===== src/rtl/spi_chan_pkg.sv =====
package spi_chan_pkg;

  typedef enum logic [1:0] {
    XM_TXRX   = 2'b00,
    XM_RXONLY = 2'b01
  } xfer_mode_e;

  // receive-only is the single encoding that silences the transmit side
  function automatic logic is_rx_only(input logic [1:0] mode);
    return mode == XM_RXONLY;
  endfunction

endpackage


===== src/rtl/spi_sync.sv =====
module spi_sync #(
  parameter int N      = 3,
  parameter int STAGES = 2
) (
  input  logic         clk,
  input  logic         rst_n,
  input  logic [N-1:0] din,
  output logic [N-1:0] q
);
  genvar g;
  generate
    for (g = 0; g < N; g++) begin : g_bit
      logic [STAGES-1:0] chain;
      always_ff @(posedge clk or negedge rst_n) begin
        if (!rst_n) chain <= '0;
        else        chain <= {chain[STAGES-2:0], din[g]};
      end
      assign q[g] = chain[STAGES-1];
    end
  endgenerate
endmodule


===== src/rtl/spi_word_engine.sv =====
module spi_word_engine #(
  parameter int W  = 8,
  parameter int CW = $clog2(W)
) (
  input  logic         clk,
  input  logic         rst_n,
  input  logic         cs_act_s,
  input  logic         sclk_s,
  input  logic         mosi_s,
  input  logic [W-1:0] tx_word,
  input  logic         tx_fresh,
  output logic         cs_active,
  output logic         load_pulse,
  output logic         word_done,
  output logic         uflow_pulse,
  output logic [W-1:0] rx_word,
  output logic         shift_msb,
  output logic [CW-1:0] bit_cnt
);
  localparam logic [CW-1:0] LAST_BIT = CW'(W - 1);

  function automatic logic [W-1:0] shift_in(input logic [W-1:0] cur, input logic b);
    return {cur[W-2:0], b};
  endfunction

  logic [W-1:0] shreg;
  logic         stale;
  logic         cs_d, sclk_d;
  logic         cs_start, sclk_rise;

  assign cs_active   = cs_act_s;
  assign cs_start    = cs_act_s & ~cs_d;
  assign sclk_rise   = sclk_s & ~sclk_d;
  assign word_done   = cs_act_s & sclk_rise & (bit_cnt == LAST_BIT);
  assign uflow_pulse = cs_act_s & sclk_rise & (bit_cnt == '0) & stale;
  assign load_pulse  = cs_start | word_done;
  assign rx_word     = shift_in(shreg, mosi_s);
  assign shift_msb   = shreg[W-1];

  always_ff @(posedge clk or negedge rst_n) begin
    if (!rst_n) begin
      cs_d    <= 1'b0;
      sclk_d  <= 1'b0;
      shreg   <= '0;
      stale   <= 1'b0;
      bit_cnt <= '0;
    end else begin
      cs_d   <= cs_act_s;
      sclk_d <= sclk_s;
      if (load_pulse) begin
        shreg   <= tx_word;
        stale   <= ~tx_fresh;
        bit_cnt <= '0;
      end else if (cs_act_s && sclk_rise) begin
        shreg   <= shift_in(shreg, mosi_s);
        bit_cnt <= bit_cnt + 1'b1;
      end else if (!cs_act_s) begin
        bit_cnt <= '0;
      end
    end
  end
endmodule


===== src/rtl/spi_rx_fifo.sv =====
module spi_rx_fifo #(
  parameter int W     = 8,
  parameter int DEPTH = 4
) (
  input  logic         clk,
  input  logic         rst_n,
  input  logic         push,
  input  logic [W-1:0] din,
  input  logic         pop,
  output logic [W-1:0] dout,
  output logic         empty
);
  localparam int AW = $clog2(DEPTH);

  logic [W-1:0] mem [DEPTH];
  logic [AW-1:0] wp, rp;
  logic [AW:0]   cnt;
  logic          do_push, do_pop;

  assign empty   = (cnt == '0);
  assign do_push = push && (cnt != (AW+1)'(DEPTH));
  assign do_pop  = pop && !empty;
  assign dout    = mem[rp];

  always_ff @(posedge clk) begin
    if (do_push) mem[wp] <= din;
  end

  always_ff @(posedge clk or negedge rst_n) begin
    if (!rst_n) begin
      wp  <= '0;
      rp  <= '0;
      cnt <= '0;
    end else begin
      if (do_push) wp <= wp + 1'b1;
      if (do_pop)  rp <= rp + 1'b1;
      cnt <= cnt + (AW+1)'(do_push) - (AW+1)'(do_pop);
    end
  end
endmodule


===== src/rtl/spi_slave_chan.sv =====
module spi_slave_chan
  import spi_chan_pkg::*;
#(
  parameter int WORD_W      = 8,
  parameter int SYNC_STAGES = 2,
  parameter int FIFO_DEPTH  = 4
) (
  input  logic              clk,
  input  logic              rst_n,
  input  logic              sclk,
  input  logic              cs_n,
  input  logic              mosi,
  output logic              miso,
  input  logic [1:0]        xfer_mode,
  input  logic              fifo_en,
  input  logic              tx_wr,
  input  logic [WORD_W-1:0] tx_wdata,
  input  logic              rx_rd,
  output logic [WORD_W-1:0] rx_rdata,
  input  logic [1:0]        stat_clr,
  output logic              tx_empty,
  output logic              rx_avail,
  output logic              eot_flag,
  output logic              uflow_flag,
  output logic              irq_tx_empty,
  output logic              irq_underflow
);
  localparam int CNT_W = $clog2(WORD_W);

  logic [2:0]        sync_q;
  logic              cs_active, load_pulse, word_done, uflow_pulse, shift_msb;
  logic [WORD_W-1:0] rx_word, fifo_dout, tx_hold, rx_reg;
  logic [CNT_W-1:0]  bit_cnt;
  logic              tx_fresh, rx_valid, fifo_empty, rxo;

  spi_sync #(.N(3), .STAGES(SYNC_STAGES)) u_sync (
    .clk(clk), .rst_n(rst_n), .din({mosi, sclk, ~cs_n}), .q(sync_q)
  );

  spi_word_engine #(.W(WORD_W), .CW(CNT_W)) u_engine (
    .clk(clk), .rst_n(rst_n),
    .cs_act_s(sync_q[0]), .sclk_s(sync_q[1]), .mosi_s(sync_q[2]),
    .tx_word(tx_hold), .tx_fresh(tx_fresh),
    .cs_active(cs_active), .load_pulse(load_pulse), .word_done(word_done),
    .uflow_pulse(uflow_pulse), .rx_word(rx_word), .shift_msb(shift_msb),
    .bit_cnt(bit_cnt)
  );

  spi_rx_fifo #(.W(WORD_W), .DEPTH(FIFO_DEPTH)) u_fifo (
    .clk(clk), .rst_n(rst_n),
    .push(word_done & fifo_en), .din(rx_word),
    .pop(rx_rd & fifo_en), .dout(fifo_dout), .empty(fifo_empty)
  );

  assign rxo           = is_rx_only(xfer_mode);
  assign miso          = cs_active & ~rxo & shift_msb;
  assign tx_empty      = ~tx_fresh;
  assign irq_tx_empty  = ~rxo & tx_empty;
  assign irq_underflow = ~rxo & uflow_flag;
  assign rx_rdata      = fifo_en ? fifo_dout : rx_reg;
  assign rx_avail      = fifo_en ? ~fifo_empty : rx_valid;

  always_ff @(posedge clk or negedge rst_n) begin
    if (!rst_n) begin
      tx_hold    <= '0;
      tx_fresh   <= 1'b0;
      rx_reg     <= '0;
      rx_valid   <= 1'b0;
      eot_flag   <= 1'b0;
      uflow_flag <= 1'b0;
    end else begin
      if (tx_wr) begin
        tx_hold  <= tx_wdata;
        tx_fresh <= 1'b1;
      end else if (load_pulse) begin
        tx_fresh <= 1'b0;
      end

      if (word_done && !fifo_en) begin
        rx_reg   <= rx_word;
        rx_valid <= 1'b1;
      end else if (rx_rd && !fifo_en) begin
        rx_valid <= 1'b0;
      end

      if (word_done && !fifo_en) eot_flag <= 1'b1;
      else if (stat_clr[0])      eot_flag <= 1'b0;

      if (uflow_pulse)      uflow_flag <= 1'b1;
      else if (stat_clr[1]) uflow_flag <= 1'b0;
    end
  end
endmodule


===== config.mk =====
export PLATFORM = sky130hd
export DESIGN_NAME = spi_slave_chan
export DESIGN_NICKNAME = d
export VERILOG_FILES = /design/src/rtl/spi_chan_pkg.sv /design/src/rtl/spi_sync.sv /design/src/rtl/spi_word_engine.sv /design/src/rtl/spi_rx_fifo.sv /design/src/rtl/spi_slave_chan.sv
export SDC_FILE = /design/constraint.sdc
export NUM_CORES = 1
export LEC_CHECK = 0
export BUFFER_PORTS_ARGS = -buffer_cell sky130_fd_sc_hd__buf_4
export CORE_UTILIZATION = 58
export CTS_BUF_LIST = sky130_fd_sc_hd__clkbuf_4 sky130_fd_sc_hd__clkbuf_8 sky130_fd_sc_hd__clkbuf_16
export DETAILED_ROUTE_END_ITERATION = 12
export PLACE_DENSITY = 0.79
export SKIP_CTS_REPAIR_TIMING = 1
export SYNTH_ARGS = -nofsm -noshare
export SYNTH_HDL_FRONTEND = slang
export SYNTH_HIERARCHICAL = 1
export SYNTH_SLANG_ARGS = --single-unit

===== constraint.sdc =====
create_clock -name clk -period 3.75 [get_ports clk]
set_clock_uncertainty 0.2 [all_clocks]
set_input_delay 0.375 -clock clk [delete_from_list [all_inputs] [get_ports clk]]
set_output_delay 0.375 -clock clk [all_outputs]
set_load 0.005 [all_outputs]

==> results of run 1 <==
## cells by family after synthesis
logic type / after synthesis / synth area share, %
flip-flops: 79 / 62.0
AO/OA/AOI/OAI: 21 / 5.55
XOR/XNOR: 4 / 1.02
AND/OR/NAND/NOR: 36 / 7.11
buffers and inverters: 44 / 5.99
adder cells (fa/ha/maj): 10 / 3.85
multiplexers: 34 / 14.5
## per-layer routing
metal  track usage [%]  up-vias  wire length [µm]
li1                  -      881                 -
met2              34.5       50              2920
met4              10.9        0                88
met3              3.45        8               243
met5                 0        -                 0
met1              27.4      968              2470
## how the worst max path moves through the flow
stage                                to  slack, ns  cells after the start
final                     u_fifo/cnt[2]       0.86                     13
after floorplan           u_fifo/cnt[2]       1.09                     13
after global placement    u_fifo/cnt[2]       0.92                     13
after detailed placement  u_fifo/cnt[2]       0.84                     13
after CTS                 u_fifo/cnt[2]       0.85                     13
after global routing      u_fifo/cnt[2]       0.63                     13
## cells in the mapped netlist, drive strengths merged (3+ instances only)
cell	instances	share of area, %
buf	11	2.4
and2	4	0.73
dfrtp	47	34
a21o	4	1.1
inv	32	3.5
ha	9	3.3
and3	5	0.91
nand2b	6	1.3
nand2	8	0.87
mux2	24	8.7
xnor2	4	1.0
a222oi	8	2.3
mux4	8	5.2
edfxtp	32	28
a21oi	3	0.44
## critical path, cell delays in order, from the launching register on
cell	delay [ns]
dfrtp_1	0.39
ha_1	0.17
ha_1	0.24
nand2_1	0.13
nor2_1	0.13
and2_1	0.28
nand2_1	0.09
ha_1	0.27
inv_1	0.05
ha_1	0.13
inv_1	0.05
fa_1	0.37
xnor2_1	0.14
xnor2_1	0.13
## layout make-up
class | instances | area, µm² | area share, %
clock buffers | 11 | 151 | 3.83
clock inverters | 5 | 46.3 | 1.17
inverters | 32 | 120 | 3.04
multi-input cells | 105 | 1100 | 28.0
flip-flops and latches | 79 | 2140 | 54.1
well taps | 72 | 90.1 | 2.28
repair buffers | 39 | 303 | 7.66
## metrics by stage
stage          instance area [µm²]  total power [mW]  setup WS [ns]  utilization [%]
2_1_floorplan                 3450              1.04           1.09                -
4_1_cts                       3910              1.71          0.850             69.8
5_1_grt                       3950              1.76          0.629             70.5
6_report                      3950              1.69          0.857             70.5
3_3_place_gp                  3710              1.09          0.918             66.2
3_5_place_dp                  3710              1.09          0.843             66.2
## power by group
group	leakage, nW	switching [mW]	internal [mW]
Clock	0.102	0.276	0.336
Sequential	0.865	0.0333	0.942
Combinational	0.827	0.0496	0.0530
Total	1.79	0.359	1.33
==> reports/results.txt, run 1 <==
mean routed wirelength per cell - 16.7 µm
final WL - 5720 µm
Syn Nets - 258
antenna cells - 0
reg2reg end - u_fifo/cnt[2]
f_max - 346 MHz
setup violators final - 0
CTS sink cnt - 79
CTS tree - yes
WS Path Type - reg2reg
Crit Reg-Reg Startpoint - u_engine/bit_cnt[0]
syn_area_per_cell - 15.1 µm²
total CTS buffers - 9
Chip Height - 79.1 µm
crit path from - u_engine/bit_cnt[0]
worst hold margin - 0.0642 ns
EDFF count, synth - 32
mapped cell area - 3450 µm²
PD cells - 427 nW/µm²
Slew Viols, Final - 0
Synth cell types - 39
CTS root buf - clkbuf_8
crit path launch type - register
LEAKAGE - 1.79 nW
grt total ovfl - 0
Worst Tran Pin Value - 0.603 ns
yosys warns - 6
post-layout min period - 2.89 ns
die area - 6260 µm²
post-synthesis sequential area ratio - 62.0%
clk slew on worst S/H paths - 0.07 ns
Largest register FFs - 32
ys flop type - dfrtp_1
hpwl dp - 3930 µm
status - finished clean
Final ANT Viol Nets - 0
number of port buffers - 34
Worst Path Arrival - 2.91 ns
Die X - 79.1 µm
Syn Inst Count - 228
Top-Level Pins - 35
MaxCap Viol Count - 0
Worst-Skew Late Latency - 0.34 ns
drc violations - 0
synthesized flop and latch total - 79
reg-to-reg slack, setup - 0.86 ns
Routability Congestion - 0.774
worst reg-to-reg path cell count - 13
initial antenna violation count - 0
Placeable Area - 5610 µm²
largest net degree at the start of global routing - 48
Fillers - 393
most common cell after layout, fill and taps aside - dfrtp_1
vias in the first global route - 1,975
non-filler cells, final - 343
DR vias - 1,907
WHS Path Cells - 2
Async SR Flop Fraction - 59.5%
final cycle utilization of the critical path - 77.2%
Initial Util - 61.5%
synth-to-layout area growth - 14.6%
placed insts - 323
nets@finish - 296
Row Count - 27
Clock Tree Buf Depth - 2
Reg with most FFs - u_fifo/mem
RSZ-0062 raised after global routing - no
Slew headroom - 59.8%
hold wc startpoint - tx_wdata[0]
final hold vios - 0
CTS H-tree lvls - 3
first-pass GRT wire length - 9520 µm
required time worst endpoint - 3.77 ns
Hold Path Class - in2reg
VDD IR max - 318 µV
CP max FO - 9
drt pass-1 iters - 5
GRT Util Overall - 21.1%
Setup crit end kind - register
Setup TNS Final - 0 ns
1st-iter DRT viols - 123
share of layout cells above drive strength 1 - 32.1%
commonest non-fill, non-tap cells in the layout - 47 x dfrtp_1, 35 x buf_4, 32 x inv_1, 32 x edfxtp_1, 16 x mux2_2
via/cell ratio - 5.56
Hold EP - tx_hold[0]
No activity file was read; power rests on OpenSTA's default activity.
==> run 2, diff against run 1 <==
--- a/config.mk
+++ b/config.mk
@@ -6,10 +6,10 @@
 export NUM_CORES = 1
 export LEC_CHECK = 0
 export BUFFER_PORTS_ARGS = -buffer_cell sky130_fd_sc_hd__buf_4
-export CORE_UTILIZATION = 58
+export CORE_UTILIZATION = 52
 export CTS_BUF_LIST = sky130_fd_sc_hd__clkbuf_4 sky130_fd_sc_hd__clkbuf_8 sky130_fd_sc_hd__clkbuf_16
 export DETAILED_ROUTE_END_ITERATION = 12
-export PLACE_DENSITY = 0.79
+export PLACE_DENSITY = 0.74
 export SKIP_CTS_REPAIR_TIMING = 1
 export SYNTH_ARGS = -nofsm -noshare
 export SYNTH_HDL_FRONTEND = slang
==> constraint.sdc (replaced) <==
create_clock -name clk -period 2.5 [get_ports clk]
set_clock_uncertainty 0.2 [all_clocks]
set_input_delay 0.25 -clock clk [delete_from_list [all_inputs] [get_ports clk]]
set_output_delay 0.25 -clock clk [all_outputs]
set_load 0.005 [all_outputs]
==> run 2 against run 1 <==
Net effect:
- the run now ends with negative setup slack left
- count of clock-buffer cells in the layout unchanged
- sequential power up 50%
- wire length up 8.5%
- sequential share of layout area down 3.5 points
- combinational power up 66%
- die area up 11%
- final cell count up 7.3%
- fmax up 14%
- largest cell class unchanged
==> reports/results.txt, run 2 (synthesized netlist as in run 1, its figures left out) <==
Setup TNS Final - -0.0276 ns (-0.0276 ns)
CTS H-tree lvls - 3 (unchanged)
1st-iter DRT viols - 148 (+20%)
clk slew on worst S/H paths - 0.08 ns (about the same)
GR Layer Usage met1 - 25.4% (-2.0 points)
post-layout min period - 2.53 ns (-0.366 ns)
Initial Util - 54.0% (-7.5 points)
required time worst endpoint - 2.53 ns (-1.24 ns)
Chip Height - 83.4 µm (+5.5%)
LEAKAGE - 1.89 nW (+5.3%)
Reg with most FFs - u_fifo/mem
die area - 6960 µm² (+11%)
commonest non-fill, non-tap cells in the layout - 47 x dfrtp_1, 45 x buf_4, 32 x edfxtp_1, 29 x inv_1, 16 x mux2_2
antenna cells - 0 (unchanged)
final core occ - 66.2% (-4.3 points)
RSZ-0062 raised after global routing - yes
PD cells - 635 nW/µm² (+49%)
total CTS buffers - 9 (unchanged)
total power - 2.68 mW (+59%)
hold wc startpoint - tx_wr
synth-to-layout area growth - 22.6%
WHS Path Cells - 2 (unchanged)
drc violations - 0 (unchanged)
MaxCap Viol Count - 0 (unchanged)
Final ANT Viol Nets - 0 (unchanged)
final hold vios - 0 (unchanged)
most common cell after layout, fill and taps aside - dfrtp_1
final cycle utilization of the critical path - 101% (+24 points)
status - finished, violations left
Hold Path Class - in2reg
failing checks - negative setup slack
Placeable Area - 6390 µm² (+14%)
final WL - 6210 µm (+8.5%)
mean routed wirelength per cell - 16.9 µm (+1.1%)
Placed Area - 3800 µm² (+2.4%)
Slew headroom - 59.6% (-0.19 points)
first-pass GRT wire length - 9850 µm (+3.4%)
GRT Util Overall - 18.9% (-2.2 points)
vias in the first global route - 1,937 (-1.9%)
share of layout cells above drive strength 1 - 38.8% (+6.7 points)
setup violators final - 1 (+1)
VDD IR max - 403 µV (+27%)
WS Path Type - reg2reg
Die X - 83.4 µm (+5.5%)
drt pass-1 iters - 5 (unchanged)
Row Count - 29 (+7.4%)
CTS sink cnt - 79 (unchanged)
fin area - 4230 µm² (+7.0%)
Largest register FFs - 32 (unchanged)
initial antenna violation count - 0 (unchanged)
nets@finish - 316 (+6.8%)
CTS root buf - clkbuf_8
DR vias - 1,968 (+3.2%)
Worst-Skew Late Latency - 0.34 ns (about the same)
f_max - 396 MHz (+14%)
Most Crowded Layer GR - met2
Clock Tree Buf Depth - 2 (unchanged)
Slew Viols, Final - 0 (unchanged)
Top-Level Pins - 35 (unchanged)
setup ws final - -0.0276 ns (-0.884 ns)
number of port buffers - 34 (unchanged)
grt total ovfl - 0 (unchanged)
met3 Use GR - 3.88% (+0.43 points)
Crit Reg-Reg Startpoint - u_engine/bit_cnt[0]
CP max FO - 3 (-6)
hpwl dp - 3910 µm (-0.45%)
Fillers - 480 (+22%)
Worst Tran Pin Value - 0.606 ns (+0.00289 ns)
worst reg-to-reg path cell count - 13 (unchanged)
crit path launch type - register
global-route met2 utilization - 29.7% (-4.8 points)
Worst Path Arrival - 2.55 ns (-0.36 ns)
CTS tree - yes
via/cell ratio - 5.35 (-3.8%)
Setup crit end kind - register
reg2reg end - u_fifo/cnt[2]
reg-to-reg slack, setup - -0.03 ns (-0.88 ns)
largest net degree at the start of global routing - 48 (unchanged)
Routability Congestion - 0.757 (-2.2%)
Hold EP - tx_fresh
-- run 2: changes by cell type in the layout (fill, tap and decap cells not counted), moves of 2 or more --
cell / delta
buf_4: +10
dlygate4sd3_1: +10
ha_4: +3
inv_2: +3
clkinv_1: -3
inv_1: -3
ha_1: -4
nand2_1: -2
-- run 2: metal layers --
layer / wire, µm / vias up
li1: - / 918
met1: 2630 / 988
met2: 3210 / 56
met3: 293 / 6
met4: 73 / 0
met5: 0 / -
-- run 2: worst max-delay path by stage --
stage,from,end,slack [ns],depth (start not counted)
after floorplan,u_engine/bit_cnt[0],u_fifo/cnt[2],0.01,13
after global placement,u_engine/bit_cnt[0],u_fifo/cnt[2],-0.01,13
after detailed placement,u_engine/bit_cnt[0],u_fifo/cnt[2],-0.04,13
after CTS,u_engine/bit_cnt[0],u_fifo/cnt[2],-0.08,13
after global routing,u_engine/bit_cnt[1],u_fifo/cnt[2],-0.12,13
final,u_engine/bit_cnt[0],u_fifo/cnt[2],-0.03,13
-- run 2: per-stage QoR --
stage          setup slack, ns  hold slack [ns]  cells
2_1_floorplan           0.0124           -0.246    228
5_1_grt                 -0.120           0.0104    368
6_report               -0.0276          0.00554    368
4_1_cts                -0.0824           -0.274    352
3_5_place_dp           -0.0427            0.108    336
3_3_place_gp           -0.0128            0.105    336
-- run 2: area by class of cell --
| type | count | area (µm²) | share of cell area, % |
|---|---|---|---|
| clock inverter | 5 | 81.3 | 1.92 |
| tap | 77 | 96.3 | 2.28 |
| timing repair buffer | 59 | 478 | 11.3 |
| clock buffer | 11 | 145 | 3.43 |
| sequential | 79 | 2140 | 50.5 |
| multi-input combinational | 105 | 1170 | 27.7 |
| inverter | 32 | 120 | 2.84 |
-- run 2: critical path, stage by stage, from the launching register on --
cell and delay [ns]:
dfrtp_1 0.38, ha_2 0.20, ha_4 0.13, nand2_2 0.06, nor2_2 0.10, and2_4 0.17
nand2_4 0.05, ha_4 0.23, inv_2 0.06, ha_4 0.13, inv_2 0.04, fa_2 0.39
xnor2_2 0.15, xnor2_1 0.13
-- run 2: report_power, final --
group | leakage [nW] | internal [mW] | switching (mW) | total, mW
combinational | 0.912 | 0.0924 | 0.0784 | 0.171
clock | 0.113 | 0.601 | 0.449 | 1.05
sequential | 0.865 | 1.41 | 0.0514 | 1.46
